==> config.mk <==
export PLATFORM = sky130hd
export DESIGN_NAME = audio_serial_rx
export DESIGN_NICKNAME = d
export VERILOG_FILES = /design/src/rtl/audio_rx_pkg.sv /design/src/rtl/audio_rx_sync.sv /design/src/rtl/audio_rx_frame.sv /design/src/rtl/audio_rx_shift.sv /design/src/rtl/audio_rx_align.sv /design/src/rtl/audio_serial_rx.sv
export SDC_FILE = /design/constraint.sdc
export NUM_CORES = 1
export LEC_CHECK = 0
export ABC_CLOCK_PERIOD_IN_PS = 8300
export CAP_MARGIN = 20
export CORE_MARGIN = 8
export CORE_UTILIZATION = 40
export CTS_CLUSTER_SIZE = 40
export DETAILED_ROUTE_END_ITERATION = 8
export GPL_TIMING_DRIVEN = 0
export SYNTH_ARGS = -nofsm -noshare
export SYNTH_HDL_FRONTEND = slang
export SYNTH_HIERARCHICAL = 1
export SYNTH_SLANG_ARGS = --single-unit
==> constraint.sdc <==
create_clock -name clk_i -period 8.3 [get_ports clk_i]
set_clock_uncertainty 0.05 [all_clocks]
set_input_delay 1.245 -clock clk_i [delete_from_list [all_inputs] [get_ports clk_i]]
set_output_delay 1.245 -clock clk_i [all_outputs]
set_load 0.005 [all_outputs]
==> src/rtl/audio_rx_pkg.sv <==
package audio_rx_pkg;
  localparam int unsigned DATA_W = 32;
  localparam int unsigned LEN_W  = $clog2(DATA_W + 1);

  typedef enum logic [1:0] {
    FMT_I2S = 2'd0,
    FMT_LJ  = 2'd1,
    FMT_RJ  = 2'd2,
    FMT_TDM = 2'd3
  } fmt_e;

  function automatic logic [LEN_W-1:0] word_len(input logic [1:0] code);
    case (code)
      2'd0:    return LEN_W'(16);
      2'd1:    return LEN_W'(20);
      2'd2:    return LEN_W'(24);
      default: return LEN_W'(32);
    endcase
  endfunction
endpackage

==> src/rtl/audio_rx_sync.sv <==
module audio_rx_sync #(
  parameter int unsigned STAGES = 2
) (
  input  logic clk_i,
  input  logic rst_ni,
  input  logic sck_i,
  input  logic ws_i,
  input  logic sd_i,
  output logic bit_stb_o,
  output logic ws_o,
  output logic sd_o
);
  localparam int unsigned LINES = 3;

  logic [STAGES-1:0][LINES-1:0] stage_q;
  logic [LINES-1:0]             line_s;
  logic                         sck_prev_q;

  // all three lines share one delay so their alignment is kept
  generate
    if (STAGES > 1) begin : g_multi
      always_ff @(posedge clk_i or negedge rst_ni) begin
        if (!rst_ni) stage_q <= '0;
        else         stage_q <= {stage_q[STAGES-2:0], {sck_i, ws_i, sd_i}};
      end
    end else begin : g_single
      always_ff @(posedge clk_i or negedge rst_ni) begin
        if (!rst_ni) stage_q <= '0;
        else         stage_q <= {sck_i, ws_i, sd_i};
      end
    end
  endgenerate

  assign line_s = stage_q[STAGES-1];

  always_ff @(posedge clk_i or negedge rst_ni) begin
    if (!rst_ni) sck_prev_q <= 1'b0;
    else         sck_prev_q <= line_s[2];
  end

  assign bit_stb_o = line_s[2] & ~sck_prev_q;
  assign ws_o      = line_s[1];
  assign sd_o      = line_s[0];
endmodule

==> src/rtl/audio_rx_frame.sv <==
module audio_rx_frame
  import audio_rx_pkg::*;
(
  input  logic clk_i,
  input  logic rst_ni,
  input  logic bit_stb_i,
  input  logic ws_i,
  input  fmt_e fmt_i,
  output logic start_o,
  output logic start_right_o,
  output logic rj_end_o,
  output logic rj_right_o
);
  logic       ws_d1_q, ws_d2_q;
  logic [1:0] fill_q;
  logic       primed, ws_eff, ws_eff_prev, two_ch_edge, fs_rise;

  always_ff @(posedge clk_i or negedge rst_ni) begin
    if (!rst_ni) begin
      ws_d1_q <= 1'b0;
      ws_d2_q <= 1'b0;
      fill_q  <= '0;
    end else if (bit_stb_i) begin
      ws_d1_q <= ws_i;
      ws_d2_q <= ws_d1_q;
      if (fill_q != 2'd2) fill_q <= fill_q + 2'd1;
    end
  end

  // I2S behaves as left-justified with the word clock one bit late
  always_comb begin
    primed      = (fill_q == 2'd2);
    ws_eff      = (fmt_i == FMT_I2S) ? ws_d1_q : ws_i;
    ws_eff_prev = (fmt_i == FMT_I2S) ? ws_d2_q : ws_d1_q;
    two_ch_edge = ws_eff ^ ws_eff_prev;
    fs_rise     = ws_i & ~ws_d1_q;
  end

  assign start_o       = bit_stb_i & primed & (fmt_i != FMT_RJ) &
                         ((fmt_i == FMT_TDM) ? fs_rise : two_ch_edge);
  assign start_right_o = (fmt_i == FMT_TDM) ? 1'b0 : ws_eff;
  assign rj_end_o      = bit_stb_i & primed & (fmt_i == FMT_RJ) & (ws_i ^ ws_d1_q);
  assign rj_right_o    = ws_d1_q;
endmodule

==> src/rtl/audio_rx_shift.sv <==
module audio_rx_shift
  import audio_rx_pkg::*;
(
  input  logic              clk_i,
  input  logic              rst_ni,
  input  logic              bit_stb_i,
  input  logic              sd_i,
  input  fmt_e              fmt_i,
  input  logic [LEN_W-1:0]  wlen_i,
  input  logic              start_i,
  input  logic              start_right_i,
  input  logic              rj_end_i,
  input  logic              rj_right_i,
  output logic              emit_o,
  output logic [DATA_W-1:0] word_o,
  output logic [LEN_W-1:0]  nbits_o,
  output logic              right_o
);
  logic [DATA_W-1:0] sr_q, sr_next;
  logic [LEN_W-1:0]  cnt_q, cnt_inc;
  logic              active_q, chan_q;

  always_comb begin
    sr_next = {sr_q[DATA_W-2:0], sd_i};
    cnt_inc = cnt_q + LEN_W'(1);
  end

  always_ff @(posedge clk_i or negedge rst_ni) begin
    if (!rst_ni) begin
      sr_q     <= '0;
      cnt_q    <= '0;
      active_q <= 1'b0;
      chan_q   <= 1'b0;
      emit_o   <= 1'b0;
      word_o   <= '0;
      nbits_o  <= '0;
      right_o  <= 1'b0;
    end else begin
      emit_o <= 1'b0;
      if (bit_stb_i) begin
        if (fmt_i == FMT_RJ) begin
          // free-running shift, last wlen bits taken at the edge
          sr_q <= sr_next;
          if (rj_end_i) begin
            emit_o  <= 1'b1;
            word_o  <= sr_q;
            nbits_o <= wlen_i;
            right_o <= rj_right_i;
          end
        end else if (start_i) begin
          if (active_q && cnt_q != '0) begin
            emit_o  <= 1'b1;
            word_o  <= sr_q;
            nbits_o <= cnt_q;
            right_o <= chan_q;
          end
          sr_q     <= sr_next;
          cnt_q    <= LEN_W'(1);
          chan_q   <= start_right_i;
          active_q <= 1'b1;
        end else if (active_q) begin
          sr_q <= sr_next;
          if (cnt_inc >= wlen_i) begin
            emit_o  <= 1'b1;
            word_o  <= sr_next;
            nbits_o <= wlen_i;
            right_o <= chan_q;
            cnt_q   <= '0;
            if (fmt_i == FMT_TDM && !chan_q) chan_q   <= 1'b1;
            else                             active_q <= 1'b0;
          end else begin
            cnt_q <= cnt_inc;
          end
        end
      end
    end
  end
endmodule

==> src/rtl/audio_rx_align.sv <==
module audio_rx_align
  import audio_rx_pkg::*;
(
  input  logic              clk_i,
  input  logic              rst_ni,
  input  logic              emit_i,
  input  logic [DATA_W-1:0] word_i,
  input  logic [LEN_W-1:0]  nbits_i,
  input  logic              right_i,
  output logic              valid_o,
  output logic              right_o,
  output logic [DATA_W-1:0] data_o
);
  localparam logic [LEN_W-1:0] FULL = LEN_W'(DATA_W);

  logic [LEN_W-1:0] sh_amt;
  assign sh_amt = FULL - nbits_i;

  always_ff @(posedge clk_i or negedge rst_ni) begin
    if (!rst_ni) begin
      valid_o <= 1'b0;
      right_o <= 1'b0;
      data_o  <= '0;
    end else begin
      valid_o <= emit_i;
      if (emit_i) begin
        right_o <= right_i;
        data_o  <= word_i << sh_amt;
      end
    end
  end
endmodule

==> src/rtl/audio_serial_rx.sv <==
module audio_serial_rx
  import audio_rx_pkg::*;
#(
  parameter int unsigned SYNC_STAGES = 2
) (
  input  logic              clk_i,
  input  logic              rst_ni,
  input  logic [1:0]        fmt_i,
  input  logic [1:0]        wlen_i,
  input  logic              sck_i,
  input  logic              ws_i,
  input  logic              sd_i,
  output logic              valid_o,
  output logic              right_o,
  output logic [DATA_W-1:0] data_o
);
  fmt_e              fmt;
  logic [LEN_W-1:0]  wlen_n;
  logic              bit_stb, ws_s, sd_s;
  logic              start, start_right, rj_end, rj_right;
  logic              emit, emit_right;
  logic [DATA_W-1:0] emit_word;
  logic [LEN_W-1:0]  emit_n;

  assign fmt    = fmt_e'(fmt_i);
  assign wlen_n = word_len(wlen_i);

  audio_rx_sync #(.STAGES(SYNC_STAGES)) i_sync (
    .clk_i, .rst_ni, .sck_i, .ws_i, .sd_i,
    .bit_stb_o(bit_stb), .ws_o(ws_s), .sd_o(sd_s)
  );

  audio_rx_frame i_frame (
    .clk_i, .rst_ni, .bit_stb_i(bit_stb), .ws_i(ws_s), .fmt_i(fmt),
    .start_o(start), .start_right_o(start_right),
    .rj_end_o(rj_end), .rj_right_o(rj_right)
  );

  audio_rx_shift i_shift (
    .clk_i, .rst_ni, .bit_stb_i(bit_stb), .sd_i(sd_s), .fmt_i(fmt),
    .wlen_i(wlen_n), .start_i(start), .start_right_i(start_right),
    .rj_end_i(rj_end), .rj_right_i(rj_right),
    .emit_o(emit), .word_o(emit_word), .nbits_o(emit_n), .right_o(emit_right)
  );

  audio_rx_align i_align (
    .clk_i, .rst_ni, .emit_i(emit), .word_i(emit_word), .nbits_i(emit_n),
    .right_i(emit_right), .valid_o, .right_o, .data_o
  );
endmodule

==> flow_summary.yaml, run 1 <==
outcome:
  status: "finished, final reports clean"
global_routing:
  grt_pass1_wl_um: 30900
  grt_pass1_vias: 5721
  overflow: 0
  grt_max_degree: 94
  groute.usage.overall: 0.163
  antenna_found_initial: 0
synthesis:
  ys_types: 80
  synth-simple-area-share: 0.0832
  synth-compound-area-share: 0.171
  ys_seq_area_frac: 0.413
  synth-edff-count: 0
  synthTopCellsByArea: "dfrtp_1 41%, mux2i_1 11%, mux2_2 10%"
  muxShareOfSynthArea: 0.247
  synth_top_area_cell: "dfrtp_1"
  ys_seq_elements: 125
  synthAdderAreaFrac: 0.0182
  synthCells: 685
  synthFlopType: "dfrtp_1"
  netlist_area_mm2: 0.00756
  async_flop_share: 1.00
  synth_top_family_by_area: "multiplexers"
  yosysTopAreaCellShare: 0.413
  avgSynthCellArea_um2: 11.0
  synth_xor_area_frac: 0.0169
  ys_warn_count: 6
critical_path:
  worstRegToRegCells: 12
  cp-start-kind: "input pin"
  crit_type: "input pin to flop"
  worstPathMaxFanout: 10
  arrival_ns: 4.27
  worstPathRequired_ns: 8.60
  cp-end-kind: "flop"
clock_tree:
  cts_max_level: 4
  hold_buffers: 0
  cts_resized: 0
  cts_tree: "built"
  root_buffer: "clkbuf_16"
  cts_made_buffers: 17
  cts_buffer_depth: 2
  cts.sink_count: 125
  clk_pin_slew_worst_paths_ns: 0.06
  clk_latency_ns: 0.42
  post-cts-setup-buffers: 0
die:
  core_area_mm2: 0.0186
  start_util: 0.406
  num_rows: 50
  die_area_mm2: 0.0236
  die_width_um: 154
  ios: 43
  die_y_um: 154
routing:
  drtIter0Drc: 306
  drtPass1Iterations: 4
  wl_per_cell_um: 18.9
  vias: 5630
  wl_um: 18800
  route.detailed.drc: 0
  ant_nets: 0
  vias_per_cell: 5.65
pwr:
  max-vdd-ir-drop_uv: 150
  p_leak_nw: 3.98
  cellPowerDensity_mw_per_mm2: 308
sta:
  layout_setup_ws_ns: 4.33
  setup_tns_ns: 0
  fin_crit_ns: 3.97
  slew_headroom: 0.505
  max_freq_ghz: 0.252
  maxSlewViolCount: 0
  tightest_slew_ns: 0.736
  rsz0062_at_grt: "no"
  whs_ns: 0.298
  finalHoldViolations: 0
  setup_viol: 0
  post-route-period-util: 0.479
placed_design:
  place_inst: 965
  portBuffers: 42
  place_area_mm2: 0.00832
  gp_congestion: 0.898
  place_ws_ns: 3.91
  dp_hpwl_um: 14300
job:
  drv_cap: 0
layout:
  syn_to_final_growth_pct: 17.9
  num-fill-cells: 1702
  design_area_mm2: 0.00892
  final_common_cell: "dfrtp_1"
  final_nets: 770
  antenna_cells: 0
  finalNonFillerCells: 997
  mostFrequentLayoutCells: "125 x dfrtp_1, 82 x mux2i_1, 80 x o21ai_0"
  layout-drive-gt1-share: 0.237
worst_hold_path:
  hp-class: "flop to flop"
  min_path_cells: 0
stage by stage:
step                 util  power [W]
global placement    0.445    0.00197
detailed placement  0.446    0.00199
floorplan               -    0.00167
finish              0.478    0.00275
global route        0.478    0.00291
CTS                 0.478    0.00277
worst paths after layout:
| check | startpoint | endpoint | slack, ns |
|---|---|---|---|
| max in group asynchronous | rst_ni | i_frame/ws_d2_q | 6.80 |
| worst max-delay path | wlen_i[1] | i_shift/word_o[17] | 4.33 |
| worst max register to register | i_shift/nbits_o[0] | i_align/data_o[12] | 4.87 |
| min in group asynchronous | rst_ni | i_align/data_o[30] | 0.66 |
| worst min-delay path | i_sync/stage_q[0] | i_sync/line_s[0] | 0.30 |
| worst min register to register | i_sync/stage_q[0] | i_sync/line_s[0] | 0.30 |
layout make-up:
class | count | area (µm²) | area share
multi-input combinational | 492 | 4070 | 0.457
sequential | 125 | 3130 | 0.351
timing repair buffer | 43 | 449 | 0.0504
clock buffer | 17 | 425 | 0.0477
buffer | 50 | 295 | 0.0331
tap | 234 | 293 | 0.0328
clock inverter | 15 | 176 | 0.0198
inverter | 21 | 78.8 | 0.00884
power breakdown:
group	total (W)	internal (W)	switching (W)	leakage [nW]
clock network	0.000760	0.000453	0.000307	0.290
registers	0.000756	0.000680	0.0000755	1.70
logic	0.00123	0.000501	0.000732	1.99
synth_stat cells (all sizes together), types with 5 or more instances:
cell	n
dfrtp	125
o21ai	95
mux2i	82
mux2	70
nand2	31
nor2	31
buf	30
inv	21
clkbuf	20
o2bb2ai	19
a21oi	17
ha	11
mux4	11
nand2b	8
or2	7
xnor2	7
nor3	6
o221ai	6
a211o	5
xor2	5
registers in the layout, summed over array words and instances (netlist names):
| name | flops |
|---|---|
| i_shift/chan_q | 1 |
| i_sync/line_s | 3 |
| i_align/data_o | 32 |
| i_align/right_o | 1 |
| i_shift/sr_q | 32 |
| i_frame/rj_right_o | 1 |
| i_shift/active_q | 1 |
| i_sync/stage_q | 3 |
| i_sync/sck_prev_q | 1 |
| i_frame/fill_q | 2 |
| i_frame/ws_d2_q | 1 |
| i_shift/word_o | 32 |
| i_align/valid_o | 1 |
| i_shift/right_o | 1 |
| i_shift/emit_o | 1 |
| i_shift/nbits_o | 6 |
| i_shift/cnt_q | 6 |
critical path, cell delays in order:
cell and delay, ns:
clkdlybuf4s50_1 0.51, nor2b_1 0.18, inv_1 0.06, ha_1 0.30, a211oi_1 0.19, o21ai_0 0.18
a211oi_1 0.65, clkbuf_1 0.35, clkbuf_1 0.34, o21ai_0 0.18, o21ai_2 0.07
logic make-up after synthesis:
logic type | count (synthesis)
adders and majority gates | 11
DFF | 125
and+or+nand+nor | 115
other | 1
muxes | 163
xor gates and xnor gates | 12
buffers and inverters | 71
AOI/OAI and AO/OA | 187
routing by layer:
layer  part of all wire  vias to the layer above  global-route usage
li1                   -                     2678                   -
met1               0.45                     2782               0.205
met2               0.48                      139               0.271
met3              0.041                       31              0.0320
met4              0.022                        0              0.0667
met5                  0                        -                   0
(Power assumes the default switching activity.)
==> inputs of run 2 (changes only) <==
--- a/config.mk
+++ b/config.mk
@@ -5,7 +5,7 @@
 export SDC_FILE = /design/constraint.sdc
 export NUM_CORES = 1
 export LEC_CHECK = 0
-export ABC_CLOCK_PERIOD_IN_PS = 8300
+export ABC_CLOCK_PERIOD_IN_PS = 3820
 export CAP_MARGIN = 20
 export CORE_MARGIN = 8
 export CORE_UTILIZATION = 40
==> constraint.sdc (replaced) <==
create_clock -name clk_i -period 3.82 [get_ports clk_i]
set_clock_uncertainty 0.05 [all_clocks]
set_input_delay 0.573 -clock clk_i [delete_from_list [all_inputs] [get_ports clk_i]]
set_output_delay 0.573 -clock clk_i [all_outputs]
set_load 0.005 [all_outputs]
==> run 2 against run 1 <==
Against the previous run: count of clock-buffer cells in the layout is the same; via count grew 0.96%; worst setup slack lost 4.0 ns; non-clock buffer count grew 1; power grew 120%; sequential power grew 120%; worst hold slack is essentially flat; critical endpoint is now i_align/data_o[22]; highest routed layer unchanged.
==> flow_summary.yaml, run 2 (synthesized netlist as in run 1, its figures left out) <==
outcome:
  status: "finished, final reports clean"
placed_design:
  portBuffers: 42
  dp_hpwl_um: 14300
  place_area_mm2: 0.00832
  gp_congestion: 0.898
sta:
  post-route-period-util: 0.912
  max_freq_ghz: 0.287
  finalHoldViolations: 0
  maxSlewViolCount: 0
  setup_viol: 0
  tightest_slew_ns: 0.743
  slew_headroom: 0.501
  setup_tns_ns: 0
  rsz0062_at_grt: "no"
  fin_crit_ns: 3.49
clock_tree:
  cts_made_buffers: 17
  post-cts-setup-buffers: 0
  clk_latency_ns: 0.42
  cts_buffer_depth: 2
  cts_max_level: 4
  cts_tree: "built"
  clk_pin_slew_worst_paths_ns: 0.06
  cts.sink_count: 125
  root_buffer: "clkbuf_16"
  cts_resized: 0
pwr:
  cellPowerDensity_mw_per_mm2: 668
  max-vdd-ir-drop_uv: 324
  swShare: 0.405
  comb_power_share: 0.448
  seq_power_share: 0.275
  intPower_w: 0.00355
  p_clk_frac: 0.277
  switching_power_w: 0.00242
  p_leak_nw: 3.99
worst_hold_path:
  min_path_cells: 0
  hp-start: "i_sync/stage_q[0]"
  hp-class: "flop to flop"
  min_to: "i_sync/line_s[0]"
global_routing:
  grt_max_degree: 94
  grt_pass1_wl_um: 31000
  antenna_found_initial: 0
  groute.usage.overall: 0.163
  overflow: 0
  grt_pass1_vias: 5724
routing:
  drtPass1Iterations: 5
  wl_per_cell_um: 18.9
  wl_um: 18900
  ant_nets: 0
  vias_per_cell: 5.70
  vias: 5684
  drtIter0Drc: 322
  route.detailed.drc: 0
die:
  die_width_um: 154
  start_util: 0.406
  die_y_um: 154
  ios: 43
  die_area_mm2: 0.0236
  num_rows: 50
  core_area_mm2: 0.0186
critical_path:
  rrSetupSlack_ns: 0.33
  r2r-end: "i_align/data_o[22]"
  worstRegToRegCells: 10
  arrival_ns: 3.77
  crit_family: "buffers and inverters"
  critPathMaxStageDelay_ns: 0.45
  worstPathRequired_ns: 4.10
  crit_buf_inv: 4
  cp_slowest_cell: "clkbuf_1"
  cp-start-kind: "flop"
  crit_type: "flop to flop"
  cp_cell_sequence: "buf_2 -> inv_2 -> clkbuf_1 -> ha_1 -> xor2_2 -> buf_6 -> mux2_1 -> mux2i_1 -> a32oi_1 -> o31ai_2"
  cp-end-kind: "flop"
  worstPathMaxFanout: 10
  r2r-start: "i_shift/nbits_o[0]"
layout:
  layout-drive-gt1-share: 0.237
  syn_to_final_growth_pct: 18.0
  final_nets: 771
  mostFrequentLayoutCells: "125 x dfrtp_1, 82 x mux2i_1, 80 x o21ai_0"
  antenna_cells: 0
  design_area_mm2: 0.00893
  final_common_cell: "dfrtp_1"
  reg.largest.list: "i_align/data_o x32, i_shift/sr_q x32, i_shift/word_o x32"
job:
  drv_cap: 0
-- run 2: cell count changes in the layout (fill, tap and decap cells not counted) --
cell / change
dlygate4sd3_1: +1
-- run 2: power by group through the flow --
stage	clock, W	combinational (W)	sequential [W]
after floorplan	0	0.00202	0.00161
after global placement	0	0.00262	0.00165
after detailed placement	0	0.00266	0.00167
after CTS	0.00169	0.00267	0.00164
after global routing	0.00175	0.00291	0.00167
final	0.00165	0.00268	0.00164
-- run 2: layout make-up --
type                       instances  area, µm²
tap                              234        293
sequential                       125       3130
inverter                          21       78.8
clock buffer                      17        425
timing repair buffer              44        459
fill                            1701       9710
clock inverter                    15        176
buffer                            50        295
multi-input combinational        492       4070
-- run 2: per-layer routing --
metal | track usage | up-vias | share of wire
met5 | 0 | - | 0
met1 | 0.205 | 2797 | 0.45
met3 | 0.0320 | 32 | 0.046
met4 | 0.0667 | 0 | 0.022
met2 | 0.271 | 175 | 0.48
li1 | - | 2680 | -
-- run 2: worst max-delay path by stage --
stage	startpoint	end	slack [ns]	cells after the start
floorplan	i_shift/nbits_o[0]	i_align/data_o[23]	0.93	11
global placement	rst_ni	i_shift/sr_q[3]	-2.71	1
detailed placement	wlen_i[1]	i_shift/word_o[11]	0.11	11
CTS	i_shift/nbits_o[0]	i_align/data_o[14]	0.38	10
global route	i_shift/nbits_o[0]	i_align/data_o[18]	0.16	11
finish	i_shift/nbits_o[0]	i_align/data_o[22]	0.33	10
-- run 2: per-stage QoR --
stage / std cells / setup WS [ns] / utilization / total power (W) / hold slack, ns
global route: 998 / 0.162 / 0.479 / 0.00633 / 0.308
floorplan: 688 / 0.927 / - / 0.00363 / 0.227
CTS: 998 / 0.378 / 0.479 / 0.00601 / 0.298
global placement: 964 / -2.71 / 0.445 / 0.00427 / 0.283
detailed placement: 965 / 0.106 / 0.446 / 0.00432 / 0.285
finish: 998 / 0.334 / 0.479 / 0.00597 / 0.298
-- run 2: repair_timing --
action                                 4_1_cts  5_1_grt
endpoints found under the hold margin       32        0
hold buffers                                 1        0
setup endpoints to repair                    0        0
==> inputs of run 3 (changes only) <==
--- a/config.mk
+++ b/config.mk
@@ -11,7 +11,9 @@
 export CORE_UTILIZATION = 40
 export CTS_CLUSTER_SIZE = 40
 export DETAILED_ROUTE_END_ITERATION = 8
+export DONT_BUFFER_PORTS = 1
 export GPL_TIMING_DRIVEN = 0
+export REMOVE_ABC_BUFFERS = 1
 export SYNTH_ARGS = -nofsm -noshare
 export SYNTH_HDL_FRONTEND = slang
 export SYNTH_HIERARCHICAL = 1
==> run 3 against run 2 <==
Against the previous run: register-to-register slack got worse by 0.13 ns; routed wire length decreased by 4.4%; count of clock-buffer cells in the layout increased by 1; sequential cell count unchanged; cell area decreased by 5.5%; die area unchanged; non-clock buffer count decreased by 86; critical path depth decreased by 3; power decreased by 0.40%.
==> flow_summary.yaml, run 3 (synthesized netlist as in run 1, its figures left out) <==
sta:
  max_freq_ghz: 0.277
  fin_crit_ns: 3.61
  finalHoldViolations: 0
  post-route-period-util: 0.946
  rsz0062_at_grt: "no"
  tightest_slew_ns: 1.09
  setup_tns_ns: 0
  setup_viol: 0
  slew_headroom: 0.270
  maxSlewViolCount: 0
clock_tree:
  cts_made_buffers: 17
  clk_pin_slew_worst_paths_ns: 0.06
  cts_buffer_depth: 2
  cts.sink_count: 125
  clk_latency_ns: 0.43
  cts_max_level: 4
  root_buffer: "clkbuf_16"
  cts_tree: "built"
global_routing:
  grt_pass1_wl_um: 29300
  antenna_found_initial: 0
  overflow: 0
  grt_pass1_vias: 5220
  grt_max_degree: 126
  groute.usage.overall: 0.154
critical_path:
  r2r-start: "i_shift/nbits_o[0]"
  critPathMaxStageDelay_ns: 0.69
  crit_family: "simple AND/OR/NAND/NOR gates"
  cp-end-kind: "flop"
  cp_cell_sequence: "inv_2 -> ha_4 -> or3b_1 -> nor4b_4 -> or2_1 -> o311ai_0 -> o221ai_1"
  worstPathMaxFanout: 35
  worstRegToRegCells: 7
  cp-start-kind: "flop"
  rrSetupSlack_ns: 0.21
  crit_buf_inv: 1
  worstPathRequired_ns: 4.10
  arrival_ns: 3.89
  cp_slowest_cell: "dfrtp_4"
  crit_type: "flop to flop"
  startpoint: "i_shift/nbits_o[0]"
  r2r-end: "i_align/data_o[18]"
routing:
  wl_per_cell_um: 19.8
  route.detailed.drc: 0
  vias: 5315
  drtPass1Iterations: 5
  drtIter0Drc: 379
  wl_um: 18100
  ant_nets: 0
  vias_per_cell: 5.82
layout:
  mostFrequentLayoutCells: "124 x dfrtp_1, 82 x mux2i_1, 80 x o21ai_0"
  syn_to_final_growth_pct: 11.5
  design_area_mm2: 0.00844
  final_common_cell: "dfrtp_1"
  finalNonFillerCells: 913
  num-fill-cells: 1710
  multi_input_area_mm2: 0.00417
  final_nets: 686
  layout-drive-gt1-share: 0.239
  reg.largest.list: "i_align/data_o x32, i_shift/sr_q x32, i_shift/word_o x32"
  postLayoutCoreUtil: 0.453
  antenna_cells: 0
  regArea_mm2: 0.00313
pwr:
  max-vdd-ir-drop_uv: 411
  cellPowerDensity_mw_per_mm2: 705
  p_leak_nw: 3.72
  p_total_w: 0.00594
placed_design:
  place_area_mm2: 0.00772
  portBuffers: 0
  gp_congestion: 0.890
  dp_hpwl_um: 12500
  place_inst: 878
die:
  core_area_mm2: 0.0186
  start_util: 0.406
  num_rows: 50
  die_width_um: 154
  ios: 43
  die_y_um: 154
  die_area_mm2: 0.0236
job:
  drv_cap: 0
outcome:
  status: "finished, final reports clean"
worst_hold_path:
  hp-class: "input pin to asynchronous set/reset pin"
-- run 3: cell types whose count changed in the layout (fill, tap and decap cells not counted), sizes merged --
| cell | delta |
|---|---|
| clkdlybuf4s50 | -41 |
| buf | -24 |
| clkbuf | -19 |
| inv | -8 |
| clkinv | +4 |
| clkinvlp | +2 |
| bufinv | +1 |
| dlygate4sd3 | -1 |
| or2 | +1 |
-- run 3: final cells by class --
class | count | share of cell area
tap | 234 | 0.0347
clock buffer | 18 | 0.0520
multi-input combinational | 493 | 0.494
inverter | 21 | 0.00934
timing repair buffer | 8 | 0.0184
sequential | 125 | 0.371
clock inverter | 14 | 0.0202
-- run 3: routing by layer --
metal	vias to the layer above	GRT usage	part of all wire
met5	-	0	0
met4	0	0.0700	0.026
met3	29	0.0359	0.044
met2	107	0.241	0.46
met1	2667	0.200	0.47
li1	2512	-	-
-- run 3: worst max-delay path by stage --
stage / end / cells past startpoint
after floorplan: i_align/data_o[23] / 7
after global placement: i_shift/nbits_o[3] / 8
after detailed placement: i_align/data_o[18] / 7
after CTS: i_align/data_o[18] / 7
after global routing: i_align/data_o[18] / 7
final: i_align/data_o[18] / 7
-- run 3: metrics by stage --
stage                     hold WS, ns  setup slack [ns]
after floorplan                 0.227            -0.605
after global placement          0.234             -1.92
final                          0.0627             0.206
after detailed placement        0.234            -0.574
after CTS                      0.0949            0.0737
after global routing            0.102            0.0331
-- run 3: where the power goes --
| group | total [W] | internal [W] | switching [W] |
|---|---|---|---|
| clock network | 0.00165 | 0.00104 | 0.000611 |
| registers | 0.00175 | 0.00148 | 0.000267 |
| logic | 0.00255 | 0.00110 | 0.00144 |
| total | 0.00594 | 0.00362 | 0.00232 |
-- run 3: worst register-to-register path: cells and delay by family (launching register included) --
family / cells / cell delay [ns]
AND/OR/NAND/NOR: 3 / 1.44
buffers and inverters: 1 / 0.52
AO/OA/AOI/OAI: 2 / 0.52
adder cells (fa/ha/maj): 1 / 0.30
flip-flops: 1 / 0.69
-- run 3: what timing repair did --
| action | CTS | global route |
|---|---|---|
| gates cloned | 0 | 1 |
| hold buffers | 1 | 0 |
| resized for setup | 5 | 1 |
| hold endpoints to repair | 125 | 0 |
| pin swaps | 0 | 1 |
| setup buffers | 0 | 1 |
| endpoints found under the setup margin | 63 | 40 |
